File: src/rtl/i2c_buf_pkg.sv
package i2c_buf_pkg;
  typedef enum logic [2:0] {
    ST_IDLE, ST_ADDR, ST_AACK, ST_DATA, ST_DACK, ST_HOLD
  } rx_state_e;

  localparam logic [2:0] REG_OWN  = 3'd0;
  localparam logic [2:0] REG_CMD  = 3'd1;
  localparam logic [2:0] REG_BUF  = 3'd2;
  localparam logic [2:0] REG_STS  = 3'd3;
  localparam logic [2:0] REG_DATA = 3'd4;

  localparam int STS_ADDR = 0;
  localparam int STS_DONE = 1;
  localparam int STS_STOP = 2;

  localparam int BUF_SIZE_LSB = 8;
  localparam int BUF_CNT_LSB  = 24;
endpackage

File: src/rtl/i2c_buf_sync.sv
module i2c_buf_sync #(
  parameter int N      = 2,
  parameter int STAGES = 2
) (
  input  logic         clk_i,
  input  logic         rst_ni,
  input  logic [N-1:0] d_i,
  output logic [N-1:0] q_o,
  output logic [N-1:0] q_prev_o
);
  for (genvar g = 0; g < N; g++) begin : g_bit
    logic [STAGES:0] sh_q;
    always_ff @(posedge clk_i or negedge rst_ni) begin
      if (!rst_ni) sh_q <= '1;
      else         sh_q <= {sh_q[STAGES-1:0], d_i[g]};
    end
    assign q_o[g]      = sh_q[STAGES-1];
    assign q_prev_o[g] = sh_q[STAGES];
  end
endmodule

File: src/rtl/i2c_buf_engine.sv
module i2c_buf_engine
  import i2c_buf_pkg::*;
(
  input  logic       clk_i,
  input  logic       rst_ni,
  input  logic       scl_i,
  input  logic       scl_prev_i,
  input  logic       sda_i,
  input  logic       sda_prev_i,
  input  logic [6:0] own_addr_i,
  input  logic       armed_i,
  output logic       sda_oe_o,
  output logic       scl_oe_o,
  output logic       start_o,
  output logic       stop_o,
  output logic       addr_o,
  output logic       byte_o,
  output logic [7:0] byte_q_o
);
  rx_state_e  state_q;
  logic [7:0] sh_q;
  logic [3:0] bit_q;
  logic       sel_q;

  logic scl_rise, scl_fall, start_det, stop_det;
  assign scl_rise  = scl_i & ~scl_prev_i;
  assign scl_fall  = ~scl_i & scl_prev_i;
  assign start_det = scl_i & scl_prev_i & sda_prev_i & ~sda_i;
  assign stop_det  = scl_i & scl_prev_i & ~sda_prev_i & sda_i;
  assign byte_q_o  = sh_q;

  always_ff @(posedge clk_i or negedge rst_ni) begin
    if (!rst_ni) begin
      state_q  <= ST_IDLE;
      sh_q     <= '0;
      bit_q    <= '0;
      sel_q    <= 1'b0;
      sda_oe_o <= 1'b0;
      scl_oe_o <= 1'b0;
      start_o  <= 1'b0;
      stop_o   <= 1'b0;
      addr_o   <= 1'b0;
      byte_o   <= 1'b0;
    end else begin
      start_o <= 1'b0;
      stop_o  <= 1'b0;
      addr_o  <= 1'b0;
      byte_o  <= 1'b0;
      if (start_det) begin
        state_q  <= ST_ADDR;
        bit_q    <= '0;
        sel_q    <= 1'b0;
        sda_oe_o <= 1'b0;
        scl_oe_o <= 1'b0;
        start_o  <= 1'b1;
      end else if (stop_det) begin
        state_q  <= ST_IDLE;
        sda_oe_o <= 1'b0;
        scl_oe_o <= 1'b0;
        stop_o   <= sel_q;
        sel_q    <= 1'b0;
      end else begin
        case (state_q)
          ST_ADDR, ST_DATA: begin
            if (scl_rise) begin
              sh_q  <= {sh_q[6:0], sda_i};
              bit_q <= bit_q + 4'd1;
            end else if (scl_fall && bit_q == 4'd8) begin
              if (state_q == ST_DATA) begin
                byte_o   <= 1'b1;
                sda_oe_o <= 1'b1;
                state_q  <= ST_DACK;
              end else if (sh_q[7:1] == own_addr_i) begin
                addr_o <= 1'b1;
                if (!sh_q[0]) begin
                  sda_oe_o <= 1'b1;
                  sel_q    <= 1'b1;
                  state_q  <= ST_AACK;
                end else begin
                  state_q <= ST_IDLE;  // read requests are not served
                end
              end else begin
                state_q <= ST_IDLE;
              end
            end
          end
          ST_AACK, ST_DACK: begin
            if (scl_fall) begin
              sda_oe_o <= 1'b0;
              bit_q    <= '0;
              if (armed_i) begin
                state_q <= ST_DATA;
              end else begin
                state_q  <= ST_HOLD;
                scl_oe_o <= 1'b1;
              end
            end
          end
          ST_HOLD: begin
            if (armed_i) begin
              scl_oe_o <= 1'b0;
              state_q  <= ST_DATA;
            end
          end
          default: ;
        endcase
      end
    end
  end
endmodule

File: src/rtl/i2c_buf_store.sv
module i2c_buf_store #(
  parameter int DEPTH = 16,
  parameter int W     = 8,
  localparam int AW   = $clog2(DEPTH)
) (
  input  logic          clk_i,
  input  logic          we_i,
  input  logic [AW-1:0] waddr_i,
  input  logic [W-1:0]  wdata_i,
  input  logic [AW-1:0] raddr_i,
  output logic [W-1:0]  rdata_o
);
  logic [W-1:0] mem_q [DEPTH];

  always_ff @(posedge clk_i) begin
    if (we_i) mem_q[waddr_i] <= wdata_i;
  end

  assign rdata_o = mem_q[raddr_i];
endmodule

File: src/rtl/i2c_buf_target.sv
module i2c_buf_target
  import i2c_buf_pkg::*;
#(
  parameter int DEPTH       = 16,
  parameter int SYNC_STAGES = 2,
  localparam int AW         = $clog2(DEPTH)
) (
  input  logic          clk_i,
  input  logic          rst_ni,
  input  logic          scl_i,
  input  logic          sda_i,
  output logic          scl_oe_o,
  output logic          sda_oe_o,
  input  logic          reg_we_i,
  input  logic [2:0]    reg_addr_i,
  input  logic [31:0]   reg_wdata_i,
  output logic [31:0]   reg_rdata_o,
  input  logic [AW-1:0] buf_raddr_i,
  output logic [7:0]    buf_rdata_o
);
  logic [1:0] line_s, line_p;
  logic       start_evt, stop_evt, addr_evt, byte_evt;
  logic [7:0] rx_byte;

  logic [6:0]    own_q;
  logic [AW-1:0] off_q, size_q;
  logic [AW:0]   cnt_q;
  logic          armed_q, pend_q;
  logic [2:0]    sts_q;
  logic [7:0]    data_q;

  i2c_buf_sync #(.N(2), .STAGES(SYNC_STAGES)) u_sync (
    .clk_i    (clk_i),
    .rst_ni   (rst_ni),
    .d_i      ({sda_i, scl_i}),
    .q_o      (line_s),
    .q_prev_o (line_p)
  );

  i2c_buf_engine u_eng (
    .clk_i      (clk_i),
    .rst_ni     (rst_ni),
    .scl_i      (line_s[0]),
    .scl_prev_i (line_p[0]),
    .sda_i      (line_s[1]),
    .sda_prev_i (line_p[1]),
    .own_addr_i (own_q),
    .armed_i    (armed_q),
    .sda_oe_o   (sda_oe_o),
    .scl_oe_o   (scl_oe_o),
    .start_o    (start_evt),
    .stop_o     (stop_evt),
    .addr_o     (addr_evt),
    .byte_o     (byte_evt),
    .byte_q_o   (rx_byte)
  );

  logic          arm_wr, store, full;
  logic [AW-1:0] waddr;
  assign arm_wr = reg_we_i && reg_addr_i == REG_CMD && reg_wdata_i[0];
  assign store  = byte_evt && armed_q && !start_evt && !arm_wr;
  assign full   = store && cnt_q == {1'b0, size_q};
  assign waddr  = off_q + cnt_q[AW-1:0];

  i2c_buf_store #(.DEPTH(DEPTH), .W(8)) u_store (
    .clk_i   (clk_i),
    .we_i    (store),
    .waddr_i (waddr),
    .wdata_i (rx_byte),
    .raddr_i (buf_raddr_i),
    .rdata_o (buf_rdata_o)
  );

  always_ff @(posedge clk_i or negedge rst_ni) begin
    if (!rst_ni) begin
      own_q   <= '0;
      off_q   <= '0;
      size_q  <= '0;
      cnt_q   <= '0;
      armed_q <= 1'b0;
      pend_q  <= 1'b0;
      sts_q   <= '0;
      data_q  <= '0;
    end else begin
      if (reg_we_i && reg_addr_i == REG_OWN) own_q <= reg_wdata_i[6:0];
      if (reg_we_i && reg_addr_i == REG_BUF) begin
        off_q  <= reg_wdata_i[AW-1:0];
        size_q <= reg_wdata_i[BUF_SIZE_LSB +: AW];
      end
      if (addr_evt) data_q <= rx_byte;

      if (start_evt) begin
        cnt_q   <= '0;
        armed_q <= 1'b0;
        pend_q  <= 1'b0;
      end else if (arm_wr) begin
        cnt_q   <= '0;
        armed_q <= 1'b1;
        pend_q  <= 1'b0;
      end else if (store) begin
        cnt_q  <= cnt_q + 1'b1;
        pend_q <= !full;
        if (full) armed_q <= 1'b0;
      end else if (stop_evt) begin
        armed_q <= 1'b0;
        pend_q  <= 1'b0;
      end

      sts_q <= (sts_q & ~((reg_we_i && reg_addr_i == REG_STS) ? reg_wdata_i[2:0] : 3'b000))
             | {stop_evt,
                full | (stop_evt & pend_q),
                addr_evt};
    end
  end

  always_comb begin
    reg_rdata_o = '0;
    case (reg_addr_i)
      REG_OWN:  reg_rdata_o[6:0] = own_q;
      REG_BUF: begin
        reg_rdata_o[AW-1:0]               = off_q;
        reg_rdata_o[BUF_SIZE_LSB +: AW]   = size_q;
        reg_rdata_o[BUF_CNT_LSB +: AW+1]  = cnt_q;
      end
      REG_STS:  reg_rdata_o[2:0] = sts_q;
      REG_DATA: reg_rdata_o[7:0] = data_q;
      default: ;
    endcase
  end

  logic unused_wdata;
  assign unused_wdata = ^{reg_wdata_i[31:BUF_SIZE_LSB+AW], reg_wdata_i[BUF_SIZE_LSB-1:AW], reg_wdata_i[7]};
endmodule

File: config.mk
export PLATFORM = sky130hd
export DESIGN_NAME = i2c_buf_target
export DESIGN_NICKNAME = d
export VERILOG_FILES = /design/src/rtl/i2c_buf_pkg.sv /design/src/rtl/i2c_buf_sync.sv /design/src/rtl/i2c_buf_engine.sv /design/src/rtl/i2c_buf_store.sv /design/src/rtl/i2c_buf_target.sv
export SDC_FILE = /design/constraint.sdc
export NUM_CORES = 1
export LEC_CHECK = 0
export ABC_CLOCK_PERIOD_IN_PS = 3000
export CAP_MARGIN = 10
export CORE_MARGIN = 1.5
export CORE_UTILIZATION = 35
export CTS_BUF_LIST = sky130_fd_sc_hd__clkbuf_2 sky130_fd_sc_hd__clkbuf_4 sky130_fd_sc_hd__clkbuf_8
export DETAILED_ROUTE_END_ITERATION = 16
export GPL_TIMING_DRIVEN = 0
export MAX_ROUTING_LAYER = met4
export PLACE_DENSITY_LB_ADDON = 0.08
export SYNTH_ARGS = -nofsm -noshare
export SYNTH_HDL_FRONTEND = slang
export SYNTH_SLANG_ARGS = --single-unit
File: constraint.sdc
create_clock -name clk_i -period 3 [get_ports clk_i]
set_clock_uncertainty 0.2 [all_clocks]
set_input_delay 0.6 -clock clk_i [delete_from_list [all_inputs] [get_ports clk_i]]
set_output_delay 0.6 -clock clk_i [all_outputs]
set_load 0.02 [all_outputs]
---- Word level (Yosys, flattened, before mapping) ----
Memory sizes are Yosys's and may differ from the RTL's.
Cells that the tools add are included.
cells by class
  div/mod/pow operators ................... 0
  equality and inequality tests ........... 26
  reductions and logical operators ........ 32
  order comparisons ....................... 0
  $add $sub $neg .......................... 3
  muxes and demuxes ....................... 73
  bitwise logic cells ..................... 18
  shift-type cells ........................ 0
  multipliers ............................. 0
operators with widths
  cell                   number
  $mux W1                46
  $mux W3                9
  $mux W4                5
  $mux W5                4
  $reduce_bool A3 Y1     5
  $eq A3 B2 Y1 const B   4
  $ne A4 B2 Y1 const B   3
  $pmux W3 S4            1
  $reduce_and A4 Y1      3
  $reduce_and A6 Y1      2
  $reduce_bool A4 Y1     3
  $logic_and A1 B1 Y1    10
  $eq A3 B3 Y1 const B   3
  $ne A3 B1 Y1 const B   3
  $pmux W3 S3            1
  $and A1 B1 Y1          8
  $ne A4 B1 Y1 const B   2
  $pmux W4 S2            1
  $eq A7 B7 Y1           1
  $eq A3 B1 Y1 const B   2
  $ne A3 B3 Y1 const B   2
  $not A1 Y1             6
  $pmux W3 S2            1
  $add A5 B1 Y5 const B  1
  21 further kinds       26
word-level totals
  memories kept ........................... 1
  memory bits (read-only) ................. 0
  flip-flop bits (word level) ............. 61
  output and inout bits ................... 42
  memory bits (writable) .................. 128
  logic and storage cells ................. 173
  latch bits .............................. 0
  input bits .............................. 44
memory list
  name           depth  width  rd ports  clocked after memory_dff  write ports  RTL line             source
  u_store.mem_q  16     8      1         0                         1            i2c_buf_store.sv:13  logic [W-1:0] mem_q [DEPTH];

---- Logic depth before layout (Yosys ltp) ----
  depth after elaboration ................. 10
  gate-level depth with buffers ........... 7

---- Hierarchy ----
A second synthesis with hierarchy kept.
second synthesis, totals
  cell total of the unflattened synthesis .. 535
  area total of the unflattened synthesis .. 8,418.1 um^2
modules (own cells, without submodules)
  module          area each (um^2)  instances  seq. area each (um^2)  cells an instance
  i2c_buf_store   4,987.3           1          3,843.7                221
  i2c_buf_target  1,919.3           1          825.8                  174
  i2c_buf_engine  1,323.8           1          550.5                  130
  i2c_buf_sync    187.7             1          157.7                  10

---- Worst setup path before layout ----
OpenSTA, ideal clock, no wires.
  path kind ............................... input to output
  from .................................... in buf_raddr_i[0]
  to ...................................... out buf_rdata_o[0]
  cell stages on the path ................. 4
  arrival time ............................ 1.913 ns
  setup slack ............................. 0.287 ns
  cells stage by stage .................... buf_6 buf_8 mux4_1 mux4_2
on the way
  longest elaborated chain between the ends .. 1
RTL lines
  what                RTL line              source
  start: declaration  i2c_buf_target.sv:18  input logic [AW-1:0] buf_raddr_i,
  $mem_v2 Z16 W8      --
  end: declaration    i2c_buf_target.sv:19  output logic [7:0] buf_rdata_o
No other way between the ends.

---- Worst setup path in the final report ----
  from .................................... in buf_raddr_i[0]
  to ...................................... out buf_rdata_o[1]
The elaborated chain is that of the path after synthesis.

==> results.py <==
metrics = {
    "run_status": {
        "outcome": "finished, final reports clean",
    },
    "final_layout": {
        "fillers": 2139,
        "final_area_um2": 9660,
        "syn2layout_area_growth_pct": 17.3,
        "ff_latch_area_um2": 5380,
        "layout-drive-gt1-share_pct": 27.5,
        "antennaDiodeCount": 0,
        "multi_input_area_um2": 2670,
        "final_nets": 632,
    },
    "route": {
        "drc": 0,
        "initialDrtViolationCount": 232,
        "wl_per_cell_um": 19.3,
        "drtAntennaViolNets": 0,
        "drt-vias-per-instance": 4.87,
        "drt-total-wl_um": 17500,
        "drt_pass1_iterations": 4,
        "vias": 4409,
    },
    "yosys": {
        "synth.most_common_cell": "edfxtp_1",
        "synth_seq_cells": 189,
        "synth-edff-count": 128,
        "synthesis.area_um2": 8240,
        "synthArstFlopShare_pct": 32.3,
        "synth_cells": 493,
        "synth_ff_type": "edfxtp_1",
        "synth_area_leaders": "edfxtp_1, dfrtp_1, mux4_1",
        "synth_commonest_cells": "edfxtp_1, dfrtp_1, nor2_1",
        "post-synth-top-area-cell": "edfxtp_1",
        "avgSynthCellArea_um2": 16.7,
        "ys_types": 59,
        "synth_top_area_share_pct": 46.7,
        "yosysWarnings": 0,
        "yosysSeqAreaShare_pct": 65.3,
    },
    "timing": {
        "drv_slew": 0,
        "post-route-period-util_pct": 99.0,
        "rsz0062_at_grt": "true",
        "final-setup-viol-count": 0,
        "period_minus_slack_ns": 2.97,
        "timing.final.hold_violations": 0,
        "slew_headroom_pct": 43.0,
        "worst_slew_pin_slew_ns": 0.855,
        "max_freq_mhz": 337,
    },
    "power": {
        "clockPowerShare_pct": 27.4,
        "p_int_mw": 4.21,
        "power.share.sequential_pct": 56.1,
        "swShare_pct": 29.9,
        "p_leak_nw": 3.57,
        "switching_power_mw": 1.80,
        "irDropWorstVdd_mv": 0.378,
        "powerDensity_nw_per_um2": 621,
        "pwr-share-comb_pct": 16.5,
        "power.total_mw": 6.00,
    },
    "clock_tree": {
        "cts_buffers": 17,
        "cts_root_buffer": "clkbuf_8",
        "clock_sinks": 189,
        "cts_buffer_depth": 2,
        "cts_tree": "yes",
        "clk_latency_ns": 0.46,
        "htree_levels": 4,
        "clkTransAtPathRegs_ns": 0.10,
    },
    "critical_path": {
        "worstPathRequired_ns": 2.20,
        "crit_type": "in -> out",
        "startpoint": "buf_raddr_i[0]",
        "r2r-start": "cnt_q[0]",
        "cp.arrival_ns": 2.17,
        "cp_max_fo": 10,
        "cp-end-kind": "primary output",
        "startpoint_type": "primary input",
    },
    "floorplan": {
        "die-area_um2": 24500,
        "core.rowCount": 55,
        "core_area_um2": 22800,
        "die_w_um": 156,
        "die-height_um": 156,
        "io_pins": 86,
        "start_util_pct": 36.1,
    },
    "min_path": {
        "hold_start": "u_sync.g_bit[1].sh_q[0]",
        "hold_class": "reg -> reg",
    },
    "global_route": {
        "antenna_found_initial": 0,
        "grt_pass1_wl_um": 27200,
        "gr-total-overflow": 0,
        "grt_pass1_vias": 4615,
        "grt_util_all_layers_pct": 15.8,
        "grt_max_degree": 25,
    },
    "place": {
        "portBuffers": 45,
        "place_hpwl_um": 12000,
        "routabilityCongestion": 0.792,
        "postPlaceCellArea_um2": 9180,
    },
    "job": {
        "max_cap_violations": 0,
    },
}
-- layer usage --
layer	up-vias	wire length, um	track usage, %
li1	2048	-	-
met1	2275	7770	19.4
met2	75	9020	26.7
met3	11	493	2.63
met4	0	173	4.85
met5	-	0	-
-- timing repair --
action / CTS / global route
hold endpoints to repair: 10 / 0
buffers inserted: 2 / 5
gates resized for setup: 79 / 24
hold buffers: 1 / 0
setup endpoints to repair: 57 / 78
pin swaps: 1 / 0
-- flip-flops by register name (all words and copies together), names as in the netlist --
register           cells
cnt_q                  5
u_eng.bit_q            4
off_q                  4
u_eng.stop_o           1
data_q                 8
armed_q                1
u_eng.state_q          3
size_q                 4
u_eng.sel_q            1
u_eng.byte_o           1
own_q                  7
u_eng.sda_oe_o         1
sts_q                  3
u_sync.g_bit.sh_q      6
u_store.mem_q        128
u_eng.scl_oe_o         1
u_eng.start_o          1
pend_q                 1
u_eng.byte_q_o         8
u_eng.addr_o           1
-- power groups by stage --
stage                     clock [mW]  combinational (mW)  sequential (mW)
final                           1.65               0.990             3.37
after global routing            1.82                1.09             3.41
after CTS                       1.71               0.982             3.38
after detailed placement           0               0.969             3.44
after global placement             0               0.950             3.42
after floorplan                    0               0.692             3.29
-- stage by stage --
stage	hold slack [ns]	instances	TNS, ns	setup slack (ns)	util [%]
floorplan	0.104	507	0	0.287	-
global placement	0.145	865	-109.63	-1.09	40.0
detailed placement	0.148	867	-62.14	-1.09	40.2
CTS	0.163	901	-0.351	-0.169	42.1
global route	0.168	906	-0.0609	-0.0255	42.3
finish	0.160	906	0	0.0287	42.3
-- cell type report --
type	count	area share [%]
Timing Repair Buffer	55	5.19
Buffer	35	3.20
Tap cell	313	4.05
Clock buffer	17	2.42
Inverter	6	0.233
Multi-Input combinational cell	277	27.6
Clock inverter	14	1.63
Sequential cell	189	55.7
-- final timing paths --
kind	slack, ns	cells after the start	endpoint
hold / removal	0.16	0	u_sync.g_bit[1].sh_q[1]
max in group asynchronous	1.55	4	size_q[2]
setup / recovery	0.03	6	buf_rdata_o[1]
hold reg to reg	0.16	0	u_sync.g_bit[1].sh_q[1]
min in group asynchronous	0.38	2	u_eng.byte_q_o[0]
setup reg to reg	0.11	4	u_store.mem_q[4][1]
-- placed cells by master, fill, tap and decap left out, types with 6 or more instances in the layout --
cell type	instances
edfxtp_1	128
dfrtp_1	55
mux2_2	32
mux4_2	27
nor2_1	25
clkdlybuf4s50_1	22
nand2_1	21
buf_4	21
clkbuf_8	17
conb_1	15
buf_2	14
mux4_1	13
and2_1	13
xor2_1	12
dlygate4sd2_1	11
mux2i_1	9
a21oi_1	9
xnor2_1	9
nor2_2	9
o21ai_0	7
inv_1	6
nor3_1	6
nand3_1	6
ha_1	6
dfstp_2	6
-- cell families (layout without fill, tap and decap cells) --
family	count (synthesis)	count (layout)	synth area share [%]
DFF	189	189	65.3
muxes	82	82	17.6
AOI/OAI and AO/OA	39	39	3.24
xor gates and xnor gates	21	21	2.23
buffers and inverters	41	127	3.19
other	1	15	0.0455
adders and majority gates	7	7	1.15
and+or+nand+nor	113	113	7.23
-- worst max-delay path, stage by stage --
cell and delay [ns]:
buf_6 0.12, buf_12 0.15, buf_4 0.11, mux4_2 0.50, mux4_2 0.50, buf_2 0.18
No activity file was read; power rests on OpenSTA's default activity.
